[src/rtl/wsq_pkg.sv]
package wsq_pkg;
  typedef struct packed {
    logic prst_n;
    logic oe_n;
    logic we_n;
    logic cs_n;
  } pin_ctrl_t;

  localparam pin_ctrl_t CTRL_IDLE = '{prst_n: 1'b0, oe_n: 1'b1, we_n: 1'b1, cs_n: 1'b1};
endpackage

[src/rtl/wsq_sync.sv]
module wsq_sync #(
  parameter int unsigned W = 1,
  parameter int unsigned STAGES = 2,
  parameter logic [W-1:0] RST_VAL = '0
) (
  input  logic         clk_i,
  input  logic         rst_ni,
  input  logic [W-1:0] d_i,
  output logic [W-1:0] q_o
);
  logic [W-1:0] stg_q [STAGES];

  always_ff @(posedge clk_i or negedge rst_ni) begin
    if (!rst_ni) begin
      for (int i = 0; i < STAGES; i++) stg_q[i] <= RST_VAL;
    end else begin
      stg_q[0] <= d_i;
      for (int i = 1; i < STAGES; i++) stg_q[i] <= stg_q[i-1];
    end
  end

  assign q_o = stg_q[STAGES-1];
endmodule

[src/rtl/wsq_protect.sv]
module wsq_protect #(
  parameter int unsigned PROTECT_CYC = 16
) (
  input  logic clk_i,
  input  logic rst_ni,
  input  logic prst_n_i,
  output logic blocked_o
);
  localparam int unsigned PROT_W = (PROTECT_CYC < 1) ? 1 : $clog2(PROTECT_CYC + 1);
  localparam logic [PROT_W-1:0] PROT_LOAD = PROT_W'(PROTECT_CYC);

  logic [PROT_W-1:0] cnt_q;

  always_ff @(posedge clk_i or negedge rst_ni) begin
    if (!rst_ni) begin
      cnt_q <= PROT_LOAD;
    end else if (!prst_n_i) begin
      cnt_q <= PROT_LOAD;
    end else if (cnt_q != '0) begin
      cnt_q <= cnt_q - 1'b1;
    end
  end

  assign blocked_o = !prst_n_i || (cnt_q != '0);
endmodule

[src/rtl/wsq_window.sv]
module wsq_window #(
  parameter int unsigned ADDR_W = 17,
  parameter int unsigned DATA_W = 8,
  parameter int unsigned MIN_PULSE_CYC = 3
) (
  input  logic              clk_i,
  input  logic              rst_ni,
  input  logic              win_i,
  input  logic              oe_hi_i,
  input  logic              blocked_i,
  input  logic [ADDR_W-1:0] addr_i,
  input  logic [DATA_W-1:0] data_i,
  output logic              wr_valid_o,
  output logic [ADDR_W-1:0] wr_addr_o,
  output logic [DATA_W-1:0] wr_data_o
);
  localparam int unsigned CNT_W = $clog2(MIN_PULSE_CYC + 1);
  localparam logic [CNT_W-1:0] CNT_MIN = CNT_W'(MIN_PULSE_CYC);

  logic              win_q, ok_q, valid_q;
  logic [CNT_W-1:0]  cnt_q;
  logic [ADDR_W-1:0] addr_q, out_addr_q;
  logic [DATA_W-1:0] data_q, out_data_q;
  logic              start, stop, inhibit;

  assign start   = win_i & ~win_q;
  assign stop    = ~win_i & win_q;
  assign inhibit = ~oe_hi_i | blocked_i;

  always_ff @(posedge clk_i or negedge rst_ni) begin
    if (!rst_ni) begin
      win_q      <= 1'b0;
      ok_q       <= 1'b0;
      valid_q    <= 1'b0;
      cnt_q      <= '0;
      addr_q     <= '0;
      data_q     <= '0;
      out_addr_q <= '0;
      out_data_q <= '0;
    end else begin
      win_q   <= win_i;
      valid_q <= 1'b0;
      if (start) begin
        addr_q <= addr_i;
        data_q <= data_i;
        cnt_q  <= CNT_W'(1);
        ok_q   <= ~inhibit;
      end else if (win_i) begin
        data_q <= data_i;
        if (cnt_q != CNT_MIN) cnt_q <= cnt_q + 1'b1;
        if (inhibit) ok_q <= 1'b0;
      end
      if (stop && ok_q && (cnt_q >= CNT_MIN)) begin
        valid_q    <= 1'b1;
        out_addr_q <= addr_q;
        out_data_q <= data_q;
      end
    end
  end

  assign wr_valid_o = valid_q;
  assign wr_addr_o  = out_addr_q;
  assign wr_data_o  = out_data_q;
endmodule

[src/rtl/wsq_strobe_qual.sv]
module wsq_strobe_qual #(
  parameter int unsigned ADDR_W = 17,
  parameter int unsigned DATA_W = 8,
  parameter int unsigned SYNC_STAGES = 2,
  parameter int unsigned MIN_PULSE_CYC = 3,
  parameter int unsigned PROTECT_CYC = 16
) (
  input  logic              clk_i,
  input  logic              rst_ni,
  input  logic              cs_ni,
  input  logic              we_ni,
  input  logic              oe_ni,
  input  logic              prst_ni,
  input  logic [ADDR_W-1:0] addr_i,
  input  logic [DATA_W-1:0] data_i,
  output logic              wr_valid_o,
  output logic [ADDR_W-1:0] wr_addr_o,
  output logic [DATA_W-1:0] wr_data_o
);
  import wsq_pkg::*;
  localparam int unsigned BUS_W = ADDR_W + DATA_W;

  pin_ctrl_t         ctrl_raw, ctrl_s;
  logic [BUS_W-1:0]  bus_s;
  logic              win_s, oe_n_s, blocked;

  assign ctrl_raw = '{prst_n: prst_ni, oe_n: oe_ni, we_n: we_ni, cs_n: cs_ni};

  wsq_sync #(.W($bits(pin_ctrl_t)), .STAGES(SYNC_STAGES), .RST_VAL(CTRL_IDLE)) u_sync_ctrl (
    .clk_i (clk_i),
    .rst_ni(rst_ni),
    .d_i   (ctrl_raw),
    .q_o   (ctrl_s)
  );

  wsq_sync #(.W(BUS_W), .STAGES(SYNC_STAGES), .RST_VAL('0)) u_sync_bus (
    .clk_i (clk_i),
    .rst_ni(rst_ni),
    .d_i   ({addr_i, data_i}),
    .q_o   (bus_s)
  );

  assign win_s  = ~ctrl_s.cs_n & ~ctrl_s.we_n;
  assign oe_n_s = ctrl_s.oe_n;

  wsq_protect #(.PROTECT_CYC(PROTECT_CYC)) u_protect (
    .clk_i    (clk_i),
    .rst_ni   (rst_ni),
    .prst_n_i (ctrl_s.prst_n),
    .blocked_o(blocked)
  );

  wsq_window #(.ADDR_W(ADDR_W), .DATA_W(DATA_W), .MIN_PULSE_CYC(MIN_PULSE_CYC)) u_window (
    .clk_i     (clk_i),
    .rst_ni    (rst_ni),
    .win_i     (win_s),
    .oe_hi_i   (oe_n_s),
    .blocked_i (blocked),
    .addr_i    (bus_s[BUS_W-1:DATA_W]),
    .data_i    (bus_s[DATA_W-1:0]),
    .wr_valid_o(wr_valid_o),
    .wr_addr_o (wr_addr_o),
    .wr_data_o (wr_data_o)
  );
endmodule

[config.mk]
export PLATFORM = sky130hd
export DESIGN_NAME = wsq_strobe_qual
export DESIGN_NICKNAME = d
export VERILOG_FILES = /design/src/rtl/wsq_pkg.sv /design/src/rtl/wsq_sync.sv /design/src/rtl/wsq_protect.sv /design/src/rtl/wsq_window.sv /design/src/rtl/wsq_strobe_qual.sv
export SDC_FILE = /design/constraint.sdc
export NUM_CORES = 1
export LEC_CHECK = 0
export BUFFER_PORTS_ARGS = -buffer_cell sky130_fd_sc_hd__buf_4
export CAP_MARGIN = 20
export CORE_UTILIZATION = 40
export CTS_CLUSTER_SIZE = 16
export DETAILED_ROUTE_END_ITERATION = 8
export PLACE_DENSITY = 0.6
export SYNTH_ARGS = -nofsm -noshare
export SYNTH_HDL_FRONTEND = slang
export SYNTH_HIERARCHICAL = 1
export SYNTH_SLANG_ARGS = --single-unit
export TNS_END_PERCENT = 10
[constraint.sdc]
create_clock -name clk_i -period 1.59 [get_ports clk_i]
set_input_delay 0.318 -clock clk_i [delete_from_list [all_inputs] [get_ports clk_i]]
set_output_delay 0.318 -clock clk_i [all_outputs]
set_load 0.03 [all_outputs]
==> results of run 1 <==
-- power groups by stage --
stage / clock network, µW / registers [µW] / logic, µW
after floorplan: 0 / 4280 / 691
after global placement: 0 / 3880 / 1710
after detailed placement: 0 / 3900 / 1750
after CTS: 3640 / 3850 / 1810
after global routing: 3770 / 3910 / 1900
final: 3530 / 3840 / 1790
-- registers in the layout (all words and copies together), names as in the netlist --
signal / flops
u_protect/cnt_q: 5
u_sync_bus/q_o: 25
u_sync_bus/stg_q: 25
u_sync_ctrl/q_o: 4
u_sync_ctrl/stg_q: 4
u_window/addr_q: 17
u_window/cnt_q: 2
u_window/data_q: 8
u_window/ok_q: 1
u_window/win_q: 1
u_window/wr_addr_o: 17
u_window/wr_data_o: 8
u_window/wr_valid_o: 1
-- cells in the mapped netlist, types with 2 or more instances --
cell / number
buf_4: 29
buf_6: 4
dfrtp_1: 111
dfstp_2: 7
ha_1: 2
inv_1: 5
mux2_2: 31
mux2_4: 19
mux2i_1: 2
nand2_1: 4
nand2b_1: 5
nand3_1: 2
nor2_1: 2
nor2b_1: 2
-- routing by layer --
layer / vias up / part of all wire / global-route usage
li1: 952 / - / -
met1: 1023 / 0.45 / 0.168
met2: 41 / 0.50 / 0.202
met3: 10 / 0.029 / 0.0359
met4: 0 / 0.019 / 0.0918
met5: - / 0 / 0
-- cell families after synthesis --
family                   Yosys count  share of synthesized area
AO/OA/AOI/OAI                      6                     0.0109
adder cells (fa/ha/maj)            2                    0.00604
buffers and inverters             40                     0.0701
flip-flops                       118                      0.715
multiplexers                      52                      0.158
AND/OR/NAND/NOR                   22                     0.0396
-- per-stage QoR --
stage / cell area [µm²] / utilization / setup slack [ns]
3_3_place_gp: 4600 / 0.464 / 0.167
3_5_place_dp: 4600 / 0.464 / 0.103
2_1_floorplan: 4140 / - / 0.0424
4_1_cts: 5460 / 0.551 / 0.109
6_report: 5460 / 0.551 / 0.117
5_1_grt: 5460 / 0.551 / 0.0495
-- worst paths after layout --
kind,endpoint,cells after the start
setup / recovery,u_window/wr_addr_o[4],4
hold / removal,u_sync_bus/stg_q[31],2
setup reg to reg,u_window/wr_addr_o[4],4
hold reg to reg,u_sync_bus/q_o[24],0
max in group asynchronous,u_sync_ctrl/stg_q[4],3
min in group clk_i,u_sync_bus/q_o[24],0
-- area by class of cell --
cell class,count,share of cell area
multi-input cells,82,0.163
flip-flops and latches,118,0.542
well taps,133,0.0305
clock inverters,13,0.0222
repair buffers,98,0.158
inverters,5,0.00343
clock buffers,19,0.0808
-- worst register-to-register path: stages (launching register included) --
cell      delay (ns)
dfrtp_1         0.40
ha_1            0.29
nand4b_4        0.15
buf_12          0.17
mux2_2          0.35
==> flow_summary.ini, run 1 <==
[place]
port_buffers = 56
dp.cells = 406
routabilityCongestion = 0.672
dp_hpwl_mm = 3.85

[drt]
drt_iter0_markers = 83
vias_per_cell = 4.33
drt_pre_antenna_iters = 4
wire_per_inst_um = 13.3
wl_mm = 6.22
drc_errors = 0
num_vias = 2026
ant_nets = 0

[logic_synthesis]
synth-seq-cells = 118
synthArstFlopShare = 1.00
synth_area_mm2 = 0.00414
netlist.top_cell.by_area = dfrtp_1
ys_warn_count = 6
synth_area_leaders = dfrtp_1 (67%), mux2_2 (8.4%), mux2_4 (6.9%)
synth_ff_type = dfrtp_1
netlist.area_leader.share = 0.671
synth_area_per_cell_um2 = 17.3
synth_cells = 240
ys_types = 29
synth-seq-area-share = 0.715
synth.net_count = 273
synth_edf_count = 0

[cells_and_area]
multi_input_comb_area_um2 = 893
final_cell_mix = dfrtp_1 (111), buf_4 (64), mux2_2 (31)
synthToLayoutAreaGrowth_pct = 32.0
regArea_mm2 = 0.00296
mostFrequentLayoutCell = dfrtp_1
drive_gt1_frac = 0.481
final_nets = 355
finalNonFillerCells = 468
fillers = 823
antenna_cells = 0

[grt]
grt_pass1_wl_mm = 10.8
grt_max_degree = 37
antenna_found_initial = 0
grt-ovfl-total = 0
first_global_vias = 2174
grt_usage = 0.134

[power]
p_sw_frac = 0.279
vdd.ir_drop.worst_mv = 0.769
pwr-share-comb = 0.196
p_sw_uw = 2560
power_uw = 9170
clockPowerShare = 0.385
powerDensity_mw_per_mm2 = 1680
pwr-share-seq = 0.419
p_int_uw = 6610
p_leak_uw = 0.00263

[timing]
max_slew_margin = 0.746
clock.fmax_ghz = 0.679
min_period_ns = 1.47
min_period_over_period = 0.926
setup_tns_ns = 0
final_hold_viol_count = 0
rsz0062_at_grt = no
skew_ns = 0.00546
fin_hold_ws_ns = 0.282
setup_violations = 0
tightest_slew_ns = 0.381
slew_violations = 0

[floorplan]
chipHeight_um = 104
num_io_pins = 57
core_mm2 = 0.00991
die_area_mm2 = 0.0108
die_w_um = 104
rows = 36
initial_utilization = 0.418

[critical_path]
crit_slowest_cell = dfrtp_1
worstSetupPathType = reg2reg
critPathLaunch = u_window/cnt_q[0]
critPathMaxStageDelay_ns = 0.40
critPathTopFamily = flip-flops
critPathArrivalTime_ns = 1.85
rrSetupSlack_ns = 0.12
startpoint_type = flip-flop
cp_max_fo = 14
endpoint_kind = flip-flop
path_buf_inv = 1
path_cells = ha_1 -> nand4b_4 -> buf_12 -> mux2_2
cp.required_ns = 1.97
r2r-start = u_window/cnt_q[0]

[cts]
holdBufCountCts = 30
cts_resized = 0
htree_levels = 4
cts_root_buf = clkbuf_8
cts_buffers = 17
clkLatencyLatePin_ns = 0.50
post-cts-setup-buffers = 0
clockBufferDepth = 2
clock_sinks = 118
clk_pin_slew_worst_paths_ns = 0.06
cts_tree = built

[status]
status = finished, final reports clean

[flow_run]
drv_cap = 0

[hold_path]
hold_class = in2async
No activity file was read; power rests on OpenSTA's default activity.
==> run 2: changes to the inputs <==
Settings changed: GPL_TIMING_DRIVEN set to 0.
==> run 2 against run 1 <==
Against the previous run: flip-flop and latch count stayed put; clock skew is 0.0019 ns higher; sequential share of layout area down 2.4 points; clock power rose by 6.8%; via count increased by 5.4%; worst setup slack worse by 0.029 ns; fmax is 1.9% lower; cell count up 6.4%; first-iteration DRC count decreased by 37%; die area unchanged; non-clock buffer count grew 30; global-route usage increased by 0.14 points; critical path type unchanged; largest cell class unchanged.
==> flow_summary.ini, run 2 (synthesis results as in run 1) <==
[status]
status = finished, final reports clean

[critical_path]
cp.depth = 5
rr_worst_depth = 5
startpoint_type = flip-flop
worstSetupPathType = reg2reg
critPathTopFamily = flip-flops
rr_endpoint = u_window/wr_data_o[3]
critPathArrivalTime_ns = 1.89
crit_end = u_window/wr_data_o[3]
crit_slowest_cell = dfstp_2
critPathLaunch = u_sync_ctrl/q_o[0]
path_buf_inv = 2
critPathMaxStageDelay_ns = 0.51
r2r-start = u_sync_ctrl/q_o[0]
rrSetupSlack_ns = 0.09
endpoint_kind = flip-flop
path_cells = buf_4 -> nor2_4 -> nand4b_4 -> buf_8 -> mux2_4
cp.required_ns = 1.98
cp_max_fo = 10

[grt]
grt_max_degree = 61
grt_pass1_wl_mm = 10.8
first_global_vias = 2238
antenna_found_initial = 0
grt_usage = 0.135
grt-ovfl-total = 0

[drt]
wire_per_inst_um = 12.9
drc_errors = 0
drt_pre_antenna_iters = 4
vias_per_cell = 4.29
wl_mm = 6.43
drt_iter0_markers = 52
ant_nets = 0
num_vias = 2135

[power]
vdd.ir_drop.worst_mv = 1.29
p_leak_uw = 0.00277
powerDensity_mw_per_mm2 = 1650

[place]
routabilityCongestion = 0.657
port_buffers = 56
placed_cell_area_mm2 = 0.00476
dp_hpwl_mm = 3.62

[cts]
clockBufferDepth = 2
cts_root_buf = clkbuf_8
clk_pin_slew_worst_paths_ns = 0.06
clock_sinks = 118
clkLatencyLatePin_ns = 0.51
cts_tree = built
cts_buffers = 17
htree_levels = 4

[timing]
max_slew_margin = 0.637
min_period_over_period = 0.944
skew_ns = 0.00740
setup_violations = 0
final_hold_viol_count = 0
slew_violations = 0
rsz0062_at_grt = no
min_period_ns = 1.50
fin_hold_ws_ns = 0.338
clock.fmax_ghz = 0.666
tightest_slew_ns = 0.545

[cells_and_area]
final_nets = 385
antenna_cells = 0
drive_gt1_frac = 0.521
final_cell_mix = dfrtp_1 (111), buf_4 (91), mux2_2 (31)
synthToLayoutAreaGrowth_pct = 38.1
fillers = 815
mostFrequentLayoutCell = dfrtp_1
final_cell_area_mm2 = 0.00572

[floorplan]
initial_utilization = 0.418
die_w_um = 104
chipHeight_um = 104
num_io_pins = 57
rows = 36
core_mm2 = 0.00991
die_area_mm2 = 0.0108

[flow_run]
drv_cap = 0

[hold_path]
hold_class = in2async
==> run 2: layout make-up <==
cell class              count  area [µm²]  area share
plain buffers              34         268      0.0468
repair buffers             94         805       0.141
flip-flops and latches    118        2960       0.518
multi-input cells          82         901       0.158
well taps                 133         166      0.0291
inverters                   5        18.8     0.00328
clock buffers              20         445      0.0779
clock inverters            12         153      0.0267
==> run 2: how the worst min path moves through the flow <==
stage | to | depth (start not counted) | slack (ns)
floorplan | u_protect/cnt_q[0] | 0 | 0.02
global placement | u_sync_bus/q_o[23] | 0 | 0.33
detailed placement | u_sync_bus/stg_q[25] | 1 | 0.33
CTS | u_sync_bus/stg_q[25] | 2 | 0.35
global route | u_sync_bus/q_o[15] | 0 | 0.35
finish | u_sync_bus/stg_q[25] | 2 | 0.34
==> run 2: timing repair <==
item,CTS,global route
hold endpoints to repair,84,0
setup endpoints to repair,29,20
pin swaps,1,0
setup buffers,2,5
hold buffers,30,0
gates resized for setup,1,4
==> run 2: per-stage QoR <==
| step | total power, µW | std cells | worst slack [ns] | TNS (ns) | utilization |
|---|---|---|---|---|---|
| 4_1_cts | 9550 | 493 | -0.0262 | -0.347 | 0.572 |
| 2_1_floorplan | 4970 | 240 | 0.0424 | 0 | - |
| 5_1_grt | 9910 | 498 | 0.0229 | 0 | 0.577 |
| 6_report | 9450 | 498 | 0.0884 | 0 | 0.577 |
| 3_5_place_dp | 5640 | 430 | -0.179 | -3.55 | 0.480 |
| 3_3_place_gp | 5580 | 429 | -0.161 | -10.19 | 0.477 |
==> run 2: metal layers <==
metal	vias to the layer above	GRT usage	wire, µm
met5	-	0	0
met4	0	0.0643	66
met3	6	0.0661	260
met2	45	0.211	3240
met1	1082	0.156	2860
li1	1002	-	-
==> run 2: worst reg2reg max path: stages, from the launching register on <==
cell and delay (ns):
dfstp_2 0.51, buf_4 0.10, nor2_4 0.04, nand4b_4 0.22, buf_8 0.20, mux2_4 0.31
==> run 2: power by group <==
group | internal [µW] | switching (µW)
Clock | 2460 | 1310
Sequential | 3510 | 308
Combinational | 978 | 884
==> run 3: changes to the inputs <==
Settings changed: CORE_ASPECT_RATIO set to 1.5.
==> run 3 against run 2 <==
Against the previous run: flip-flop and latch count stayed put; critical path depth unchanged; power grew 1.6%; combinational power decreased by 2%; fmax down 0.16%; first-iteration DRC count rose by 110%; clock skew decreased by 0.0012 ns; die area about the same; hold slack lost 0.32 ns; worst setup slack worse by 0.0024 ns; largest power group is now clock.
==> flow_summary.ini, run 3 (synthesis results as in run 1) <==
[drt]
wire_per_inst_um = 13.5
wl_mm = 6.20
vias_per_cell = 4.48
ant_nets = 0
num_vias = 2053
drt_iter0_markers = 107
drt_pre_antenna_iters = 3
drc_errors = 0

[floorplan]
core_mm2 = 0.0101
die_area_mm2 = 0.0108
num_io_pins = 57
initial_utilization = 0.411
rows = 45
die_w_um = 85.1
chipHeight_um = 127

[critical_path]
rrSetupSlack_ns = 0.09
critPathTopFamily = buffers and inverters
path_cells = buf_4 -> nor2_4 -> nor2b_2 -> buf_6 -> mux2_2
rr_worst_depth = 5
cp.depth = 5
worstSetupPathType = reg2reg
endpoint_kind = flip-flop
critPathMaxStageDelay_ns = 0.36
path_buf_inv = 2
cp_max_fo = 18
critPathArrivalTime_ns = 1.79
crit_slowest_cell = mux2_2
startpoint_type = flip-flop
cp.required_ns = 1.87

[status]
status = finished, final reports clean

[timing]
slew_violations = 0
rsz0062_at_grt = no
min_period_over_period = 0.946
final_hold_viol_count = 0
clock.fmax_ghz = 0.665
tightest_slew_ns = 0.476
max_slew_margin = 0.683
setup_tns_ns = 0
skew_ns = 0.00619
setup_violations = 0
min_period_ns = 1.50

[place]
dp_hpwl_mm = 3.71
placed_cell_area_mm2 = 0.00474
routabilityCongestion = 0.667
port_buffers = 56
dp.cells = 414

[power]
power_uw = 9600
p_leak_uw = 0.00269
powerDensity_mw_per_mm2 = 1740
vdd.ir_drop.worst_mv = 0.816

[grt]
grt_max_degree = 97
antenna_found_initial = 0
grt_usage = 0.132
first_global_vias = 2188
grt_pass1_wl_mm = 10.5
grt-ovfl-total = 0

[cts]
clk_pin_slew_worst_paths_ns = 0.05
cts_tree = built
clockBufferDepth = 2
clock_sinks = 118
clkLatencyLatePin_ns = 0.40
htree_levels = 4
cts_buffers = 17
cts_root_buf = clkbuf_16

[cells_and_area]
antenna_cells = 0
utilization = 0.546
final_cell_mix = dfrtp_1 (111), buf_4 (87), mux2_2 (31)
finalNonFillerCells = 458
final_cell_area_mm2 = 0.00551
drive_gt1_frac = 0.543
final_nets = 361
mostFrequentLayoutCell = dfrtp_1
synthToLayoutAreaGrowth_pct = 33.0

[hold_path]
hold_class = in2reg
hold_depth = 1

[flow_run]
drv_cap = 0
[run 3: power by group]
part	switching [µW]	internal (µW)	total (µW)
combinational	881	937	1820
sequential	299	3510	3810
clock	1240	2730	3970
total	2420	7180	9600
[run 3: worst reg2reg max path, cell delays in order, from the launching register on]
cell,delay (ns)
dfstp_2,0.35
buf_4,0.13
nor2_4,0.15
nor2b_2,0.17
buf_6,0.23
mux2_2,0.36
[run 3: repair_timing]
action | 4_1_cts | 5_1_grt
hold buffers | 8 | 2
pin swaps | 1 | 0
hold endpoints to repair | 29 | 2
endpoints found under the setup margin | 36 | 23
buffers inserted | 1 | 2
gates resized for setup | 1 | 6
[run 3: metal layers]
metal | global-route usage | up-vias | wire, µm | share of wire
li1 | - | 964 | - | -
met1 | 0.153 | 1032 | 2580 | 0.42
met2 | 0.210 | 45 | 3230 | 0.52
met3 | 0.0468 | 12 | 246 | 0.040
met4 | 0.0808 | 0 | 141 | 0.023
met5 | 0 | - | 0 | 0
[run 3: layout make-up]
type | count | area (µm²)
Fill cell | 814 | 4570
Multi-Input combinational cell | 82 | 913
Timing Repair Buffer | 70 | 574
Clock buffer | 23 | 478
Sequential cell | 118 | 2960
Tap cell | 117 | 146
Inverter | 5 | 18.8
Clock inverter | 9 | 148
Buffer | 34 | 268
[run 3: through the flow]
stage	setup WS (ns)	hold slack, ns
after floorplan	0.0424	0.0224
after global placement	-0.191	0.332
after detailed placement	-0.221	0.183
after CTS	-0.0530	0.000229
after global routing	0.00347	0.00112
final	0.0860	0.0220
[run 3: worst paths after layout]
| path | start | endpoint |
|---|---|---|
| worst max-delay path | u_sync_ctrl/q_o[0] | u_window/addr_q[7] |
| worst min-delay path | addr_i[0] | u_sync_bus/stg_q[33] |
| worst max register to register | u_sync_ctrl/q_o[0] | u_window/addr_q[7] |
| worst min register to register | u_sync_bus/stg_q[26] | u_sync_bus/q_o[1] |
| max in group asynchronous | rst_ni | u_sync_ctrl/q_o[2] |
| min in group asynchronous | rst_ni | u_sync_bus/q_o[20] |
